<file path="src/rtl/raw_pkg.sv">
package raw_pkg;
  typedef enum logic [1:0] {
    ST_IDLE = 2'd0,
    ST_WAIT = 2'd1,
    ST_SCAN = 2'd2
  } raw_state_e;
endpackage

</file>
<file path="src/rtl/raw_line.sv">
// One line entry: address plus an in-order queue of issue stamps.
module raw_line #(
  parameter int AW    = 8,
  parameter int CW    = 16,
  parameter int DEPTH = 2,
  parameter int QW    = 2
) (
  input  logic                       clk,
  input  logic                       rst_n,
  input  logic                       push,
  input  logic                       pop,
  input  logic [AW-1:0]              push_addr,
  input  logic [CW-1:0]              push_stamp,
  output logic [QW-1:0]              cnt,
  output logic [AW-1:0]              addr,
  output logic [DEPTH-1:0][CW-1:0]   stamps
);
  logic [DEPTH-1:0][CW-1:0] stamps_nxt;
  logic [QW-1:0]            cnt_nxt;

  always_comb begin
    cnt_nxt = cnt;
    if (push && !pop) cnt_nxt = cnt + QW'(1);
    if (pop && !push) cnt_nxt = cnt - QW'(1);
    for (int d = 0; d < DEPTH; d++) begin
      stamps_nxt[d] = stamps[d];
      if (pop) begin
        if (d < DEPTH - 1) stamps_nxt[d] = stamps[d+1];
        if (push && (QW'(d) == cnt - QW'(1))) stamps_nxt[d] = push_stamp;
      end else if (push && (QW'(d) == cnt)) begin
        stamps_nxt[d] = push_stamp;
      end
    end
  end

  always_ff @(posedge clk) begin
    if (!rst_n) begin
      cnt    <= '0;
      addr   <= '0;
      stamps <= '0;
    end else begin
      cnt    <= cnt_nxt;
      stamps <= stamps_nxt;
      if (push && cnt == '0) addr <= push_addr;
    end
  end
endmodule

</file>
<file path="src/rtl/raw_scan.sv">
// Arming, period timer, serial scan, trip capture and recount check.
module raw_scan
  import raw_pkg::*;
#(
  parameter int AW     = 8,
  parameter int CW     = 16,
  parameter int LINES  = 4,
  parameter int DEPTH  = 2,
  parameter int PERIOD = 64,
  parameter int QW     = 2,
  parameter int OW     = 4,
  parameter int LW     = 2,
  parameter int SW     = 1
) (
  input  logic          clk,
  input  logic          rst_n,
  input  logic          ins_fire,
  input  logic          drain,
  input  logic [CW-1:0] now,
  input  logic [CW-1:0] thr,
  input  logic          slot_valid,
  input  logic [CW-1:0] slot_stamp,
  input  logic [AW-1:0] line_addr,
  input  logic [QW-1:0] line_cnt,
  input  logic [OW-1:0] outstanding,
  output logic          armed,
  output logic          scanning,
  output logic [LW-1:0] line_i,
  output logic [SW-1:0] slot_i,
  output logic          scan_done,
  output logic          deadlock,
  output logic          count_err,
  output logic [AW-1:0] rec_addr,
  output logic [QW-1:0] rec_qlen,
  output logic [CW-1:0] rec_now,
  output logic [CW-1:0] rec_issue,
  output logic [CW-1:0] rec_age
);
  localparam int TW = (PERIOD > 1) ? $clog2(PERIOD) : 1;

  raw_state_e    st;
  logic [TW-1:0] tmr;
  logic [OW-1:0] sum;
  logic [OW-1:0] sum_nxt;
  logic [CW-1:0] age;
  logic          trip;
  logic          last;

  assign age      = now - slot_stamp;
  assign trip     = slot_valid && (age >= thr);
  assign last     = (line_i == LW'(LINES - 1)) && (slot_i == SW'(DEPTH - 1));
  assign sum_nxt  = sum + ((slot_i == '0) ? OW'(line_cnt) : '0);
  assign armed    = (st != ST_IDLE);
  assign scanning = (st == ST_SCAN);

  always_ff @(posedge clk) begin
    if (!rst_n) begin
      st        <= ST_IDLE;
      tmr       <= '0;
      sum       <= '0;
      line_i    <= '0;
      slot_i    <= '0;
      scan_done <= 1'b0;
      deadlock  <= 1'b0;
      count_err <= 1'b0;
      rec_addr  <= '0;
      rec_qlen  <= '0;
      rec_now   <= '0;
      rec_issue <= '0;
      rec_age   <= '0;
    end else begin
      scan_done <= 1'b0;
      unique case (st)
        ST_IDLE: begin
          if (ins_fire && !drain) begin
            st  <= ST_WAIT;
            tmr <= TW'(PERIOD - 1);
          end
        end
        ST_WAIT: begin
          if (tmr == '0) begin
            st     <= ST_SCAN;
            line_i <= '0;
            slot_i <= '0;
            sum    <= '0;
          end else begin
            tmr <= tmr - TW'(1);
          end
        end
        ST_SCAN: begin
          if (trip && !deadlock) begin
            deadlock  <= 1'b1;
            rec_addr  <= line_addr;
            rec_qlen  <= line_cnt;
            rec_now   <= now;
            rec_issue <= slot_stamp;
            rec_age   <= age;
          end
          sum <= sum_nxt;
          if (slot_i == SW'(DEPTH - 1)) begin
            slot_i <= '0;
            line_i <= line_i + LW'(1);
          end else begin
            slot_i <= slot_i + SW'(1);
          end
          if (last) begin
            scan_done <= 1'b1;
            if (sum_nxt != outstanding) count_err <= 1'b1;
            if (outstanding != '0) begin
              st  <= ST_WAIT;
              tmr <= TW'(PERIOD - 1);
            end else begin
              st <= ST_IDLE;
            end
          end
        end
        default: st <= ST_IDLE;
      endcase
    end
  end
endmodule

</file>
<file path="src/rtl/req_age_watchdog.sv">
module req_age_watchdog
  import raw_pkg::*;
#(
  parameter int AW     = 8,
  parameter int CW     = 16,
  parameter int LINES  = 4,
  parameter int DEPTH  = 2,
  parameter int PERIOD = 64,
  localparam int QW    = $clog2(DEPTH + 1),
  localparam int OW    = $clog2(LINES * DEPTH + 1),
  localparam int LW    = (LINES > 1) ? $clog2(LINES) : 1,
  localparam int SW    = (DEPTH > 1) ? $clog2(DEPTH) : 1
) (
  input  logic          clk,
  input  logic          rst_n,
  input  logic [CW-1:0] now,
  input  logic          drain,
  input  logic [CW-1:0] thr,
  input  logic          ins_valid,
  output logic          ins_ready,
  input  logic [AW-1:0] ins_addr,
  input  logic          rm_valid,
  output logic          rm_ready,
  input  logic [AW-1:0] rm_addr,
  output logic          armed,
  output logic          scan_done,
  output logic          deadlock,
  output logic          count_err,
  output logic [AW-1:0] rec_addr,
  output logic [QW-1:0] rec_qlen,
  output logic [CW-1:0] rec_now,
  output logic [CW-1:0] rec_issue,
  output logic [CW-1:0] rec_age
);
  logic [QW-1:0]            cnt_a  [LINES];
  logic [AW-1:0]            addr_a [LINES];
  logic [DEPTH-1:0][CW-1:0] st_a   [LINES];

  logic [LINES-1:0] hit;
  logic [LINES-1:0] rm_hit;
  logic [LINES-1:0] push;
  logic [LINES-1:0] pop;
  logic             any_hit;
  logic             hit_room;
  logic             free_ok;
  logic [LW-1:0]    free_idx;
  logic             ins_fire;
  logic             rm_eff;
  logic             scanning;
  logic [OW-1:0]    outstanding;

  logic [LW-1:0]    line_i;
  logic [SW-1:0]    slot_i;
  logic             slot_valid;
  logic [CW-1:0]    slot_stamp;
  logic [AW-1:0]    line_addr;
  logic [QW-1:0]    line_cnt;

  // Address match and lowest free line search.
  always_comb begin
    hit      = '0;
    rm_hit   = '0;
    hit_room = 1'b0;
    free_ok  = 1'b0;
    free_idx = '0;
    for (int l = LINES - 1; l >= 0; l--) begin
      if (cnt_a[l] == '0) begin
        free_ok  = 1'b1;
        free_idx = LW'(l);
      end
    end
    for (int l = 0; l < LINES; l++) begin
      if (cnt_a[l] != '0 && addr_a[l] == ins_addr) begin
        hit[l] = 1'b1;
        if (cnt_a[l] < QW'(DEPTH)) hit_room = 1'b1;
      end
      rm_hit[l] = (cnt_a[l] != '0) && (addr_a[l] == rm_addr);
    end
  end

  assign any_hit   = |hit;
  assign ins_ready = !scanning && (any_hit ? hit_room : free_ok);
  assign rm_ready  = !scanning;
  assign ins_fire  = ins_valid && ins_ready;
  assign rm_eff    = |pop;

  for (genvar g = 0; g < LINES; g++) begin : g_line
    assign push[g] = ins_fire && (any_hit ? hit[g] : (free_idx == LW'(g)));
    assign pop[g]  = rm_valid && rm_ready && rm_hit[g];

    raw_line #(.AW(AW), .CW(CW), .DEPTH(DEPTH), .QW(QW)) u_line (
      .clk        (clk),
      .rst_n      (rst_n),
      .push       (push[g]),
      .pop        (pop[g]),
      .push_addr  (ins_addr),
      .push_stamp (now),
      .cnt        (cnt_a[g]),
      .addr       (addr_a[g]),
      .stamps     (st_a[g])
    );
  end

  // Running outstanding counter, kept apart from the per-line counts.
  always_ff @(posedge clk) begin
    if (!rst_n) outstanding <= '0;
    else        outstanding <= outstanding + OW'(ins_fire) - OW'(rm_eff);
  end

  // Slot selected by the scan index.
  assign line_cnt   = cnt_a[line_i];
  assign line_addr  = addr_a[line_i];
  assign slot_stamp = st_a[line_i][slot_i];
  assign slot_valid = QW'(slot_i) < line_cnt;

  raw_scan #(
    .AW(AW), .CW(CW), .LINES(LINES), .DEPTH(DEPTH), .PERIOD(PERIOD),
    .QW(QW), .OW(OW), .LW(LW), .SW(SW)
  ) u_scan (
    .clk         (clk),
    .rst_n       (rst_n),
    .ins_fire    (ins_fire),
    .drain       (drain),
    .now         (now),
    .thr         (thr),
    .slot_valid  (slot_valid),
    .slot_stamp  (slot_stamp),
    .line_addr   (line_addr),
    .line_cnt    (line_cnt),
    .outstanding (outstanding),
    .armed       (armed),
    .scanning    (scanning),
    .line_i      (line_i),
    .slot_i      (slot_i),
    .scan_done   (scan_done),
    .deadlock    (deadlock),
    .count_err   (count_err),
    .rec_addr    (rec_addr),
    .rec_qlen    (rec_qlen),
    .rec_now     (rec_now),
    .rec_issue   (rec_issue),
    .rec_age     (rec_age)
  );
endmodule

</file>
<file path="config.mk">
export PLATFORM = sky130hd
export DESIGN_NAME = req_age_watchdog
export DESIGN_NICKNAME = d
export VERILOG_FILES = /design/src/rtl/raw_pkg.sv /design/src/rtl/raw_line.sv /design/src/rtl/raw_scan.sv /design/src/rtl/req_age_watchdog.sv
export SDC_FILE = /design/constraint.sdc
export NUM_CORES = 1
export LEC_CHECK = 0
export BUFFER_PORTS_ARGS = -buffer_cell sky130_fd_sc_hd__buf_4
export CORE_ASPECT_RATIO = 2
export CORE_MARGIN = 5
export CORE_UTILIZATION = 40
export DETAILED_ROUTE_END_ITERATION = 8
export GPL_TIMING_DRIVEN = 0
export PLACE_DENSITY = 0.57
export SYNTH_ARGS = -nofsm -noshare
export SYNTH_HDL_FRONTEND = slang
export SYNTH_SLANG_ARGS = --single-unit
export TNS_END_PERCENT = 20
</file>
<file path="constraint.sdc">
create_clock -name clk -period 6.8 [get_ports clk]
set_input_delay 0.34 -clock clk [delete_from_list [all_inputs] [get_ports clk]]
set_output_delay 0.34 -clock clk [all_outputs]
set_load 0.03 [all_outputs]
</file>
; ---- Word-level counts from Yosys, hierarchy flattened
; Cells that the tools add are included.
[classes]
n_addsub = 15
n_lt_le_gt_ge = 8
eq_ne = 33
n_mux = 88
n_bitwise = 1
n_reduce_logical = 102
[op_table]
columns = cell, count
row1 = 2-to-1 mux 16 bit, 26
row2 = binary-select mux 32 bit (select 2 bit), 1
row3 = equality test 8 bit, 8
row4 = 2-to-1 mux 32 bit, 2
row5 = logical AND 1 bit, 47
row6 = 2-to-1 mux 2 bit, 20
row7 = nonzero test 2 bit, 18
row8 = 2-to-1 mux 1 bit, 25
row9 = 2-to-1 mux 6 bit, 4
row10 = zero test 2 bit, 10
row11 = one-hot mux 6 bit (3 select lines), 1
row12 = binary-select mux 8 bit (select 2 bit), 1
row13 = "equality test 1 x 2 -> 1 bit, first input constant", 8
row14 = >= comparator 16 bit, 1
row15 = 2-to-1 mux 8 bit, 2
row16 = subtractor 16 bit, 1
row17 = AND reduction 2 bit, 7
row18 = zero test 1 bit, 11
row19 = "adder 2 x 1 -> 2 bit, second input constant", 5
row20 = "!= test 2 x 1 -> 1 bit, second input constant", 5
row21 = "!= test 2 bit, second input constant", 5
row22 = AND reduction 3 bit, 3
row23 = "equality test 2 bit, second input constant", 4
row24 = "< comparator 2 bit, second input constant", 4
row25 = other kinds (23), 28
[word_totals]
regBits = 248
inputBits = 53
elab_cells = 277

; ---- Depth between registers and ports, before layout
; Gate-level depths: netlist (run 1).
[depth]
word_depth = 16
depth_mapped = 23

; ---- Cells and area by module
; Synthesis (run 1) repeated with hierarchy kept, for this count alone.
[unflattened]
cells_unflattened = 1666
area_unflattened_um2 = 14198.6
[by_module_without_submodules]
columns = module, instances, cells_per_inst, area_each_um2, seq_area_each_um2
row1 = raw_line, 4, 211, 1808.0, 840.8
row2 = raw_scan, 1, 556, 4446.8, 1521.5
row3 = req_age_watchdog, 1, 266, 2519.9, 80.1

; ---- Worst setup path after synthesis (run 1)
; OpenSTA, ideal clock, no wires.
[synth_timing]
kind = register to register
startpoint = register u_scan.line_i[1]
endpoint = register u_scan.rec_age[0]
setup_time_ns = 0.135
arrival_ns = 4.782
path_slack_ns = 1.883
path_stages_with_launch = 21
n_path_buf = 4
synth_period_minus_slack_ns = 4.917
cell_sequence = dfxtp_1 -> clkbuf_1 -> buf_1 -> mux4_2 -> mux2i_1 -> ha_1 -> nor2b_1 -> o211ai_1 -> a31oi_1 -> a211oi_1 -> o31ai_1 -> xnor2_1 -> ha_1 -> o211ai_1 -> nor2_1 -> nand2_1 -> o21ai_0 -> o21a_1 -> buf_2 -> buf_1 -> a211oi_1
[synth_via]
elab_chain_cells = 11
[synth_lines]
columns = element, line_no
row1 = from (decl), raw_scan.sv:28  ; output logic [LW-1:0] line_i,
row2 = from (signal assigned), raw_scan.sv:102  ; line_i <= line_i + LW'(1);
row3 = inverter 2 -> 3 bit (implied by the code), req_age_watchdog.sv:113  ; assign slot_stamp = st_a[line_i][slot_i];
row4 = binary-select mux 32 bit (select 2 bit), req_age_watchdog.sv:113
row5 = 2-to-1 mux 32 bit (implied by the code) (2 in a row), req_age_watchdog.sv:113
row6 = 2-to-1 mux 16 bit (implied by the code) (2 in a row), req_age_watchdog.sv:113
row7 = subtractor 16 bit, raw_scan.sv:49  ; assign age = now - slot_stamp;
row8 = via u_scan.age[13], raw_scan.sv:45  ; logic [CW-1:0] age;
row9 = >= comparator 16 bit, raw_scan.sv:50  ; assign trip = slot_valid && (age >= thr);
row10 = logical AND 1 bit, raw_scan.sv:50
row11 = logical AND 1 bit, raw_scan.sv:91  ; if (trip && !deadlock) begin
row12 = AND reduction 2 bit (no source line), -
row13 = to (signal assigned), raw_scan.sv:97  ; rec_age <= age;
row14 = to (decl), raw_scan.sv:37  ; output logic [CW-1:0] rec_age
; The timed path passes the listed nets, and every way through them passes these cells. The select of a mux whose other input is x is not followed.
; A chain may end at the register's enable or synchronous reset.

; ---- Worst setup path after layout (run 1)
[layout_timing]
startpoint = register u_scan.line_i[0]
endpoint = register u_scan.rec_now[0]
[layout_via]
elab_chain_cells = 11
[layout_lines]
columns = element, line_no
row1 = inverter 2 -> 3 bit (implied by the code), req_age_watchdog.sv:113
row2 = binary-select mux 32 bit (select 2 bit), req_age_watchdog.sv:113
row3 = 2-to-1 mux 32 bit (implied by the code) (2 in a row), req_age_watchdog.sv:113
row4 = 2-to-1 mux 16 bit (implied by the code) (2 in a row), req_age_watchdog.sv:113
row5 = subtractor 16 bit, raw_scan.sv:49
row6 = via u_scan.age[13], raw_scan.sv:45
row7 = >= comparator 16 bit, raw_scan.sv:50
row8 = logical AND 1 bit, raw_scan.sv:50
row9 = logical AND 1 bit, raw_scan.sv:91
row10 = AND reduction 2 bit (no source line), -
row11 = to (signal assigned), raw_scan.sv:95  ; rec_now <= now;
row12 = to (decl), raw_scan.sv:35  ; output logic [CW-1:0] rec_now,
; The timed path passes the listed nets, and every way through them passes these cells. The select of a mux whose other input is x is not followed.

==> results of run 1 <==
-- layer usage --
metal	up-vias	part of all wire (%)
li1	5313	-
met3	181	4.4
met4	0	10
met1	5430	32
met2	397	53
met5	-	0
-- cells in the mapped netlist (all sizes together), types with 4 or more instances --
| cell | n | share of area [%] |
|---|---|---|
| o21ai | 28 | 1.0 |
| a211oi | 41 | 2.7 |
| xnor2 | 68 | 4.4 |
| a31oi | 4 | 0.19 |
| or3 | 7 | 0.33 |
| nor2b | 8 | 0.37 |
| nand2b | 7 | 0.33 |
| nor2 | 116 | 3.3 |
| ha | 57 | 5.3 |
| a21oi | 66 | 2.6 |
| nand2 | 220 | 6.2 |
| o31ai | 5 | 0.28 |
| nor4 | 12 | 0.72 |
| dfxtp | 248 | 37 |
| xor2 | 26 | 1.7 |
| o221a | 35 | 2.9 |
| nand3 | 37 | 1.4 |
| inv | 73 | 2.1 |
| a222oi | 16 | 1.2 |
| clkbuf | 53 | 1.5 |
| a21o | 6 | 0.34 |
| mux2i | 130 | 9.8 |
| mux4 | 42 | 7.1 |
| nand4 | 16 | 0.86 |
| or2 | 5 | 0.23 |
| buf | 42 | 2.2 |
| and3 | 6 | 0.28 |
| nor3 | 15 | 0.56 |
| and2 | 6 | 0.28 |
-- registers in the layout, summed over array words and instances (netlist names), 4 cells and up --
name and count:
u_scan.sum 4, u_scan.rec_addr 8, u_scan.rec_issue 16, g_line.u_line.addr 32, g_line.u_line.stamps 128, u_scan.rec_age 16
outstanding 4, g_line.u_line.cnt 8, u_scan.rec_now 16, u_scan.tmr 6
-- report_power, final --
group          switching [W]  internal, W
sequential         0.0000990      0.00156
clock               0.000612     0.000888
combinational       0.000616     0.000436
total                0.00133      0.00289
-- cell type report --
class,count,area (um^2),area share (%)
inverters,73,279,1.79
plain buffers,95,497,3.19
multi-input cells,1014,7650,49.1
clock buffers,30,664,4.27
flip-flops and latches,248,4960,31.9
clock inverters,13,206,1.33
repair buffers,103,773,4.97
well taps,432,541,3.47
-- per-stage QoR --
stage	hold WS, ns	instance area (um^2)	worst slack, ns	cells
after floorplan	0.444	13400	1.88	1430
after global placement	0.451	14700	0.212	1965
after detailed placement	0.450	14700	0.201	1965
after CTS	0.0613	15600	0.137	2008
after global routing	0.0954	15600	0.167	2008
final	0.0849	15600	0.518	2008
-- kinds of logic (layout without fill, tap and decap cells) --
logic type               after synthesis  after routing  share of synthesized area, %
XOR/XNOR                              94             94                          6.15
AO/OA/AOI/OAI                        216            216                          12.3
flip-flops                           248            248                          37.1
adder cells (fa/ha/maj)               60             60                          5.78
AND/OR/NAND/NOR                      469            469                          15.8
multiplexers                         175            175                          17.1
buffers and inverters                168            314                          5.77
-- worst reg2reg max path, stage by stage, from the launching register on --
cell and delay (ns):
sky130_fd_sc_hd__dfxtp_1 0.33, sky130_fd_sc_hd__clkbuf_1 0.45, sky130_fd_sc_hd__clkbuf_1 0.74, sky130_fd_sc_hd__mux4_2 0.42, sky130_fd_sc_hd__mux2i_1 0.41, sky130_fd_sc_hd__ha_1 0.32
sky130_fd_sc_hd__nor2b_1 0.14, sky130_fd_sc_hd__o211ai_1 0.26, sky130_fd_sc_hd__a31oi_1 0.20, sky130_fd_sc_hd__a211oi_1 0.40, sky130_fd_sc_hd__o31ai_1 0.16, sky130_fd_sc_hd__xnor2_1 0.39
sky130_fd_sc_hd__ha_1 0.34, sky130_fd_sc_hd__o211ai_1 0.11, sky130_fd_sc_hd__nor2_1 0.09, sky130_fd_sc_hd__a21oi_1 0.13, sky130_fd_sc_hd__o21ai_0 0.12, sky130_fd_sc_hd__o21ai_1 0.49
sky130_fd_sc_hd__clkbuf_1 0.44, sky130_fd_sc_hd__nand2_1 0.12, sky130_fd_sc_hd__a21oi_1 0.17
-- worst paths after layout --
path                                                startpoint                                     to  slack, ns  cells after the start
worst max register to register   u_scan.line_i[0]$_SDFFE_PN0P_         u_scan.rec_now[0]$_SDFFE_PN0P_       0.52                     20
worst max-delay path             u_scan.line_i[0]$_SDFFE_PN0P_         u_scan.rec_now[0]$_SDFFE_PN0P_       0.52                     20
worst min-delay path                               ins_addr[2]  g_line[1].u_line.addr[2]$_SDFFE_PN0P_       0.08                      3
worst min register to register  u_scan.rec_now[6]$_SDFFE_PN0P_         u_scan.rec_now[6]$_SDFFE_PN0P_       0.46                      2
==> impl_metrics.toml, run 1 <==
[floorplan]
floorplan.io_pins = 117
initial_utilization_pct = 40.5
height_of_the_die_um = 269
rows = 94
dieArea_mm2 = 0.0374
placeableCoreArea_mm2 = 0.0330
die_w_um = 139

[drt]
vias_per_cell = 5.64
antenna_left = 0
vias = 11300
drt-initial-drc-count = 661
route.detailed.drc = 0
firstDrtPassIters = 5
wirelength_um = 48300
routedWlPerCell_um = 24.0

[min_path]
hold_class = "primary input to register"

[setup_path]
cpLargestDelayFamily = "compound AO/OA/AOI/OAI gates"
crit_required_ns = 7.28
timing.critical_path.slowest_cell_delay_ns = 0.73
crit_top_cell = "sky130_fd_sc_hd__clkbuf_1"
cell_by_cell_listing_of_the_critical_path = "clkbuf_1 -> clkbuf_1 -> mux4_2 -> mux2i_1 -> ha_1 -> nor2b_1 -> o211ai_1 -> a31oi_1 -> a211oi_1 -> o31ai_1 -> xnor2_1 -> ha_1 -> o211ai_1 -> nor2_1 -> a21oi_1 -> o21ai_0 -> o21ai_1 -> clkbuf_1 -> nand2_1 -> a21oi_1"
critPathKind = "register to register"
worstPathMaxFanout = 10
cp-start-kind = "register"
critical_path.endpoint_type = "register"
crit_arrival_ns = 6.76
critPathBufInv = 3
critPathSlowestCell = "sky130_fd_sc_hd__clkbuf_1"

[timing]
finalHoldViolations = 0
clock_skew_ns = 0.0286
period_share_pct = 92.4
timing.fmax_mhz = 159
report.final.setup_viol = 0
timing.final.max_slew_violations = 0
worstMarginPinSlew_ns = 1.20
setup_repair_after_global_routing_missed_its_margin = "false"
post-route-min-period_ns = 6.28
slew-limit-headroom_pct = 19.8
final.setup.tns_ns = 0

[final_layout]
leading_cell_type_in_the_layout_fill_and_taps_excluded = "sky130_fd_sc_hd__dfxtp_1"
layout.cells.most_common_list = "sky130_fd_sc_hd__dfxtp_1 (248), sky130_fd_sc_hd__nand2_1 (219), sky130_fd_sc_hd__mux2i_1 (129)"
synthToLayoutAreaGrowth_pct = 16.3
antenna_cells = 0
post_route_cells_drive_above_1_share_pct = 18.5
nets = 1672
final_core_util_pct = 47.1
n_fill_cell = 3198

[synthesis]
synthesis.nets = 1543
ys_seq_elements = 248
netlist_instances = 1430
count_of_flip_flops_with_a_built_in_enable_after_synthesis = 0
synth_cell_types = 63
netlist_area_mm2 = 0.0134
synth_flop_cell = "sky130_fd_sc_hd__dfxtp_1"
synth.yosys.seq_area_share_pct = 37.1
synth-async-reset-ratio_pct = 0
synthesis.area_per_instance_um2 = 9.36
yosysWarnings = 0

[run]
max_capacitance_violation_count = 0

[status]
run_status = "finished clean"

[grt]
total_congestion_overflow_after_global_routing = 0
use_met2_pct = 47.3
grt_pass1_wl_um = 71300
grt_start_max_net_pins = 17
globalRouteTotalUtil_pct = 25.2
first_global_vias = 11700
initial_antenna_violation_count = 0
global_route.usage.met1_pct = 23.8
global_route.peak_usage_layer = "met2"
groute.layer.met3.usage_pct = 2.93

[clock_network]
cts.sinks = 248
cts.repair.resized = 0
clkLatencyLatePin_ns = 0.55
cts_tree = "done"
root_buffer = "sky130_fd_sc_hd__clkbuf_16"
clk_transition_reported_paths_ns = 0.07
postCtsHoldBufs = 0
htree_depth = 1
postCtsSetupBuffers = 0
cts_inserted_buffers = 24
ctsLongestPathBuffers = 3

[placed_design]
post-dp-hpwl_um = 37400
gp_congestion = 0.948
port-buffer-count = 103

[pwr]
powerDensity_mw_per_mm2 = 271
total_leakage_power_nw = 5.86
report.power.total_w = 0.00421
irDropWorstVdd_v = 0.000207
Power figures use the tool's default switching activity.
==> run 2, diff against run 1 <==
--- a/config.mk
+++ b/config.mk
@@ -11,7 +11,7 @@
 export CORE_UTILIZATION = 40
 export DETAILED_ROUTE_END_ITERATION = 8
 export GPL_TIMING_DRIVEN = 0
-export PLACE_DENSITY = 0.57
+export PLACE_DENSITY = 0.59
 export SYNTH_ARGS = -nofsm -noshare
 export SYNTH_HDL_FRONTEND = slang
 export SYNTH_SLANG_ARGS = --single-unit
==> constraint.sdc (replaced) <==
create_clock -name clk -period 5.5 [get_ports clk]
set_input_delay 0.275 -clock clk [delete_from_list [all_inputs] [get_ports clk]]
set_output_delay 0.275 -clock clk [all_outputs]
set_load 0.03 [all_outputs]
==> impl_metrics.toml, run 2 (synthesized netlist as in run 1, its figures left out) <==
[setup_path]
critPathKind = "register to register"
crit_required_ns = 5.94
reg2reg_setup_slack_ns = 0.23
critical_path.endpoint_type = "register"
worstPathMaxFanout = 10
crit_arrival_ns = 5.70
cp-start-kind = "register"

[placed_design]
port-buffer-count = 103
post-dp-hpwl_um = 37300
dpl-instance-area_mm2 = 0.0147
placedCellCount = 1965
gp_congestion = 0.928

[status]
run_status = "finished clean"

[pwr]
clock_network_fraction_of_total_power_pct = 32.4
power.switching_fraction_pct = 32.5
internal-power_w = 0.00342
irDropWorstVdd_v = 0.000286
powerDensity_mw_per_mm2 = 323
report.power.total_w = 0.00506
comb_power_share_pct = 27.1
power_switching_w = 0.00164
total_leakage_power_nw = 5.91
seq_power_share_pct = 40.5

[grt]
grt_pass1_wl_um = 71100
grt_start_max_net_pins = 15
globalRouteTotalUtil_pct = 25.0
initial_antenna_violation_count = 0
first_global_vias = 11900
total_congestion_overflow_after_global_routing = 0

[drt]
routedWlPerCell_um = 24.1
vias = 11600
drt-initial-drc-count = 772
met2RoutedLength_um = 26200
antenna_left = 0
vias_per_cell = 5.75
route.detailed.drc = 0
route.top_layer_used = "met4"
wl_met1_um = 15700
dr_wl_met3_um = 2190
wirelength_um = 48600
firstDrtPassIters = 7

[final_layout]
antenna_cells = 0
n_fill_cell = 3154
leading_cell_type_in_the_layout_fill_and_taps_excluded = "sky130_fd_sc_hd__dfxtp_1"
post_layout_nonfiller_instances = 2013
final_area_mm2 = 0.0157
reg_top3 = "g_line.u_line.stamps: 128 flops, g_line.u_line.addr: 32 flops"
layout.cells.most_common_list = "sky130_fd_sc_hd__dfxtp_1 (248), sky130_fd_sc_hd__nand2_1 (219), sky130_fd_sc_hd__mux2i_1 (126)"
post_route_cells_drive_above_1_share_pct = 20.1
nets = 1677
regMostFlops = "g_line.u_line.stamps"
largest_reg_flops = 128
synthToLayoutAreaGrowth_pct = 17.0

[timing]
finalHoldViolations = 0
final.setup.tns_ns = 0
clock_skew_ns = 0.0191
period_share_pct = 95.7
worstMarginPinSlew_ns = 1.22
post-route-min-period_ns = 5.27
timing.final.max_slew_violations = 0
timing.fmax_mhz = 190
report.final.setup_viol = 0
slew-limit-headroom_pct = 18.3

[floorplan]
floorplan.io_pins = 117
rows = 94
dieArea_mm2 = 0.0374
initial_utilization_pct = 40.5
height_of_the_die_um = 269
placeableCoreArea_mm2 = 0.0330
die_w_um = 139

[clock_network]
cts_inserted_buffers = 24
ctsLongestPathBuffers = 3
clkLatencyLatePin_ns = 0.54
cts_tree = "done"
htree_depth = 1
clk_transition_reported_paths_ns = 0.07
cts.sinks = 248
root_buffer = "sky130_fd_sc_hd__clkbuf_16"

[min_path]
hold_class = "primary input to register"

[run]
max_capacitance_violation_count = 0
run 2: worst paths after layout:
| path | cells after the start | from | end |
|---|---|---|---|
| max | 22 | u_scan.line_i[1]$_SDFFE_PN0P_ | u_scan.rec_issue[15]$_SDFFE_PN0P_ |
| min | 3 | ins_addr[3] | g_line[1].u_line.addr[3]$_SDFFE_PN0P_ |
| max reg2reg | 22 | u_scan.line_i[1]$_SDFFE_PN0P_ | u_scan.rec_issue[15]$_SDFFE_PN0P_ |
| min reg2reg | 2 | u_scan.rec_addr[5]$_SDFFE_PN0P_ | u_scan.rec_addr[5]$_SDFFE_PN0P_ |
run 2: power groups by stage:
stage	Clock (W)	Combinational (W)	Sequential [W]
6_report	0.00164	0.00137	0.00205
5_1_grt	0.00174	0.00147	0.00206
4_1_cts	0.00167	0.00132	0.00205
3_5_place_dp	0	0.00129	0.00208
3_3_place_gp	0	0.00127	0.00208
2_1_floorplan	0	0.000914	0.00204
run 2: cell type report:
type / count / area [um^2] / share of cell area [%]
plain buffers: 95 / 566 / 3.61
inverters: 73 / 279 / 1.78
clock buffers: 34 / 679 / 4.34
multi-input cells: 1014 / 7740 / 49.4
repair buffers: 108 / 811 / 5.18
flip-flops and latches: 248 / 4960 / 31.7
clock inverters: 9 / 77.6 / 0.495
well taps: 432 / 541 / 3.45
run 2: per-stage QoR:
stage | hold WS (ns) | setup slack, ns | util (%)
finish | 0.0241 | 0.234 | 47.4
global route | 0.0351 | -0.0739 | 47.4
CTS | 0.0156 | 0.000885 | 47.1
detailed placement | 0.448 | -1.31 | 44.5
global placement | 0.451 | -1.23 | 44.5
floorplan | 0.411 | 0.583 | -
run 2: layer usage:
layer	global-route usage (%)	vias to the layer above
met2	48.0	422
met1	23.3	5645
met3	2.84	179
met4	20.5	0
met5	0	-
li1	-	5330
run 2: worst max-delay path, stage by stage, from the launching register on:
cell and delay [ns]:
sky130_fd_sc_hd__dfxtp_1 0.34, sky130_fd_sc_hd__clkbuf_4 0.24, sky130_fd_sc_hd__buf_6 0.24, sky130_fd_sc_hd__mux4_2 0.25, sky130_fd_sc_hd__mux2_2 0.25, sky130_fd_sc_hd__ha_1 0.19
sky130_fd_sc_hd__inv_1 0.06, sky130_fd_sc_hd__fa_1 0.41, sky130_fd_sc_hd__a21o_1 0.24, sky130_fd_sc_hd__a311oi_2 0.37, sky130_fd_sc_hd__o31ai_2 0.13, sky130_fd_sc_hd__o41ai_2 0.35
sky130_fd_sc_hd__buf_4 0.19, sky130_fd_sc_hd__xnor2_2 0.11, sky130_fd_sc_hd__ha_1 0.30, sky130_fd_sc_hd__o211ai_1 0.12, sky130_fd_sc_hd__nor2_1 0.16, sky130_fd_sc_hd__nand2_1 0.08
sky130_fd_sc_hd__o21ai_2 0.20, sky130_fd_sc_hd__o21a_1 0.19, sky130_fd_sc_hd__clkbuf_1 0.42, sky130_fd_sc_hd__nor2_1 0.07, sky130_fd_sc_hd__a211oi_1 0.21
run 2: what timing repair did:
item | CTS | global route
pin swaps | 2 | 4
hold buffers | 0 | 0
resized for setup | 35 | 30
gates cloned | 0 | 0
setup buffers | 3 | 2
setup endpoints to repair | 59 | 59
==> run 3, diff against run 2 <==
--- a/config.mk
+++ b/config.mk
@@ -5,6 +5,7 @@
 export SDC_FILE = /design/constraint.sdc
 export NUM_CORES = 1
 export LEC_CHECK = 0
+export ABC_AREA = 1
 export BUFFER_PORTS_ARGS = -buffer_cell sky130_fd_sc_hd__buf_4
 export CORE_ASPECT_RATIO = 2
 export CORE_MARGIN = 5
@@ -12,7 +13,9 @@
 export DETAILED_ROUTE_END_ITERATION = 8
 export GPL_TIMING_DRIVEN = 0
 export PLACE_DENSITY = 0.59
+export REMOVE_ABC_BUFFERS = 1
 export SYNTH_ARGS = -nofsm -noshare
 export SYNTH_HDL_FRONTEND = slang
+export SYNTH_HIERARCHICAL = 1
 export SYNTH_SLANG_ARGS = --single-unit
 export TNS_END_PERCENT = 20
==> impl_metrics.toml, run 3 <==
[final_layout]
leading_cell_type_in_the_layout_fill_and_taps_excluded = "sky130_fd_sc_hd__nor2_1"
synthToLayoutAreaGrowth_pct = 13.9
post_route_cells_drive_above_1_share_pct = 8.88
nets = 2632
layout.cells.most_common_list = "sky130_fd_sc_hd__nor2_1 (508), sky130_fd_sc_hd__nand2_1 (399), sky130_fd_sc_hd__inv_1 (302)"
regMostFlops = "g_line.u_line/stamps"
reg_top3 = "g_line.u_line/stamps: 128 flops, g_line.u_line/addr: 32 flops"
antenna_cells = 0
final_area_mm2 = 0.0178
n_fill_cell = 4158
largest_reg_flops = 128

[timing]
setup_repair_after_global_routing_missed_its_margin = "false"
setup_slack_ns = 0.349
timing.fmax_mhz = 194
report.final.setup_viol = 0
finalHoldViolations = 0
timing.final.max_slew_violations = 0
clock_skew_ns = 0.0103
final.setup.tns_ns = 0
worstMarginPinSlew_ns = 1.35
post-route-min-period_ns = 5.15
period_share_pct = 93.7
slew-limit-headroom_pct = 9.58

[floorplan]
placeableCoreArea_mm2 = 0.0387
initial_utilization_pct = 40.3
floorplan.io_pins = 117
rows = 102
height_of_the_die_um = 289
dieArea_mm2 = 0.0433
die_w_um = 150

[pwr]
total_leakage_power_nw = 8.10
irDropWorstVdd_v = 0.000372
powerDensity_mw_per_mm2 = 490

[drt]
routedWlPerCell_um = 17.2
met2RoutedLength_um = 27400
firstDrtPassIters = 5
wirelength_um = 52700
dr_wl_met3_um = 2260
antenna_left = 0
vias = 16100
route.detailed.drc = 0
vias_per_cell = 5.27
wl_met1_um = 20500
drt-initial-drc-count = 1147
route.top_layer_used = "met4"

[grt]
grt_start_max_net_pins = 155
total_congestion_overflow_after_global_routing = 0
first_global_vias = 15000
initial_antenna_violation_count = 0
globalRouteTotalUtil_pct = 23.1
grt_pass1_wl_um = 79900

[synthesis]
synth-async-reset-ratio_pct = 0
synth_area_leaders = "sky130_fd_sc_hd__dfxtp_1 (32%), sky130_fd_sc_hd__nor2_1 (12%), sky130_fd_sc_hd__nand2_1 (9.6%)"
synth_xor_area_share_pct = 2.47
synth_flop_cell = "sky130_fd_sc_hd__dfxtp_1"
ys_seq_elements = 248
yosysWarnings = 6
synth.yosys.seq_area_share_pct = 31.8
synth.cells.most_frequent = "sky130_fd_sc_hd__nor2_1 (513), sky130_fd_sc_hd__nand2_1 (399), sky130_fd_sc_hd__inv_1 (304)"
yosys.cell_count.top_type = "sky130_fd_sc_hd__nor2_1"
synth_area_leader_cell = "sky130_fd_sc_hd__dfxtp_1"
synth_cell_types = 40
synth.area.mux_share_pct = 0
synthesis.area_per_instance_um2 = 6.24
post-synth-top-area-fraction_pct = 31.8
synth-adder-area-share_pct = 5.28
synth_top_family_by_area = "simple AND/OR/NAND/NOR gates"
synth-compound-area-share_pct = 16.8
netlist_area_mm2 = 0.0156
count_of_flip_flops_with_a_built_in_enable_after_synthesis = 0
post_synth_and_or_nand_nor_area_fraction_pct = 31.7
netlist_instances = 2499

[run]
max_capacitance_violation_count = 0

[clock_network]
clk_transition_reported_paths_ns = 0.06
ctsLongestPathBuffers = 3
postCtsHoldBufs = 0
cts_inserted_buffers = 26
root_buffer = "sky130_fd_sc_hd__clkbuf_16"
htree_depth = 1
clkLatencyLatePin_ns = 0.56
cts_tree = "done"
cts.sinks = 248

[setup_path]
critPathSlowestCell = "sky130_fd_sc_hd__fa_1"
crit_required_ns = 5.95
critPathKind = "register to register"
worstPathMaxFanout = 57
cp-start-kind = "register"
critical_path.endpoint_type = "register"
crit_top_cell = "sky130_fd_sc_hd__nand2_1"
cpLargestDelayFamily = "simple AND/OR/NAND/NOR gates"
timing.critical_path.slowest_cell_delay_ns = 0.44
crit_arrival_ns = 5.60
critPathBufInv = 5

[placed_design]
dpl-instance-area_mm2 = 0.0167
gp_congestion = 0.919
port-buffer-count = 116
place_worst_setup_slack_ns = -0.540
post-dp-hpwl_um = 34900

[status]
run_status = "finished clean"

[min_path]
hold_class = "primary input to register"
## run 3: final timing paths
path                                 startpoint  cells past startpoint  slack, ns                                        to
setup reg to reg  u_scan/line_i[0]$_SDFFE_PN0P_                     27       0.35          u_scan/rec_issue[9]$_SDFFE_PN0P_
hold reg to reg   u_scan/count_err$_SDFFE_PN0P_                      2       0.45             u_scan/count_err$_SDFFE_PN0P_
setup / recovery  u_scan/line_i[0]$_SDFFE_PN0P_                     27       0.35          u_scan/rec_issue[9]$_SDFFE_PN0P_
hold / removal                           now[0]                      3       0.03  g_line[1].u_line/stamps[16]$_SDFFE_PN0P_
## run 3: worst register-to-register path: cells and delay by family (launching register included)
| family | cells | cell delay, ns |
|---|---|---|
| and+or+nand+nor | 16 | 2.10 |
| buffers and inverters | 5 | 1.05 |
| adders and majority gates | 3 | 1.01 |
| AOI/OAI and AO/OA | 3 | 0.48 |
| DFF | 1 | 0.42 |
## run 3: cells by family after synthesis
| kind of cell | count (synthesis) |
|---|---|
| XOR/XNOR | 44 |
| buffers and inverters | 459 |
| AO/OA/AOI/OAI | 502 |
| adder cells (fa/ha/maj) | 64 |
| AND/OR/NAND/NOR | 1182 |
| flip-flops | 248 |
## run 3: through the flow
step | hold WS, ns | total power, W | cells | util, %
2_1_floorplan | 0.373 | 0.00494 | 2354 | -
3_3_place_gp | 0.433 | 0.00590 | 2990 | 42.5
3_5_place_dp | 0.444 | 0.00654 | 3001 | 43.3
4_1_cts | 0.00704 | 0.00854 | 3050 | 45.7
5_1_grt | 0.0358 | 0.00935 | 3055 | 45.9
6_report | 0.0251 | 0.00871 | 3055 | 45.9
## run 3: where the power goes
| group | internal [W] | switching (W) |
|---|---|---|
| Clock | 0.00112 | 0.000799 |
| Sequential | 0.00210 | 0.000246 |
| Combinational | 0.00147 | 0.00297 |
## run 3: what timing repair did
action	in CTS	in global routing
hold endpoints to repair	0	0
pin swaps	1	1
setup endpoints to repair	59	39
resized for setup	5	6
buffers inserted	0	3
gates cloned	1	2
## run 3: cell type report
cell class	count	area [um^2]	share of cell area (%)
clock inverters	12	144	0.810
well taps	520	651	3.66
clock buffers	36	769	4.33
inverters	314	1210	6.79
repair buffers	131	1170	6.57
multi-input cells	1794	8860	49.9
flip-flops and latches	248	4970	28.0
## run 3: layer usage
layer	track usage, %	vias up
li1	-	8013
met1	25.6	7543
met2	43.4	438
met3	2.18	116
met4	10.9	0
met5	0	-
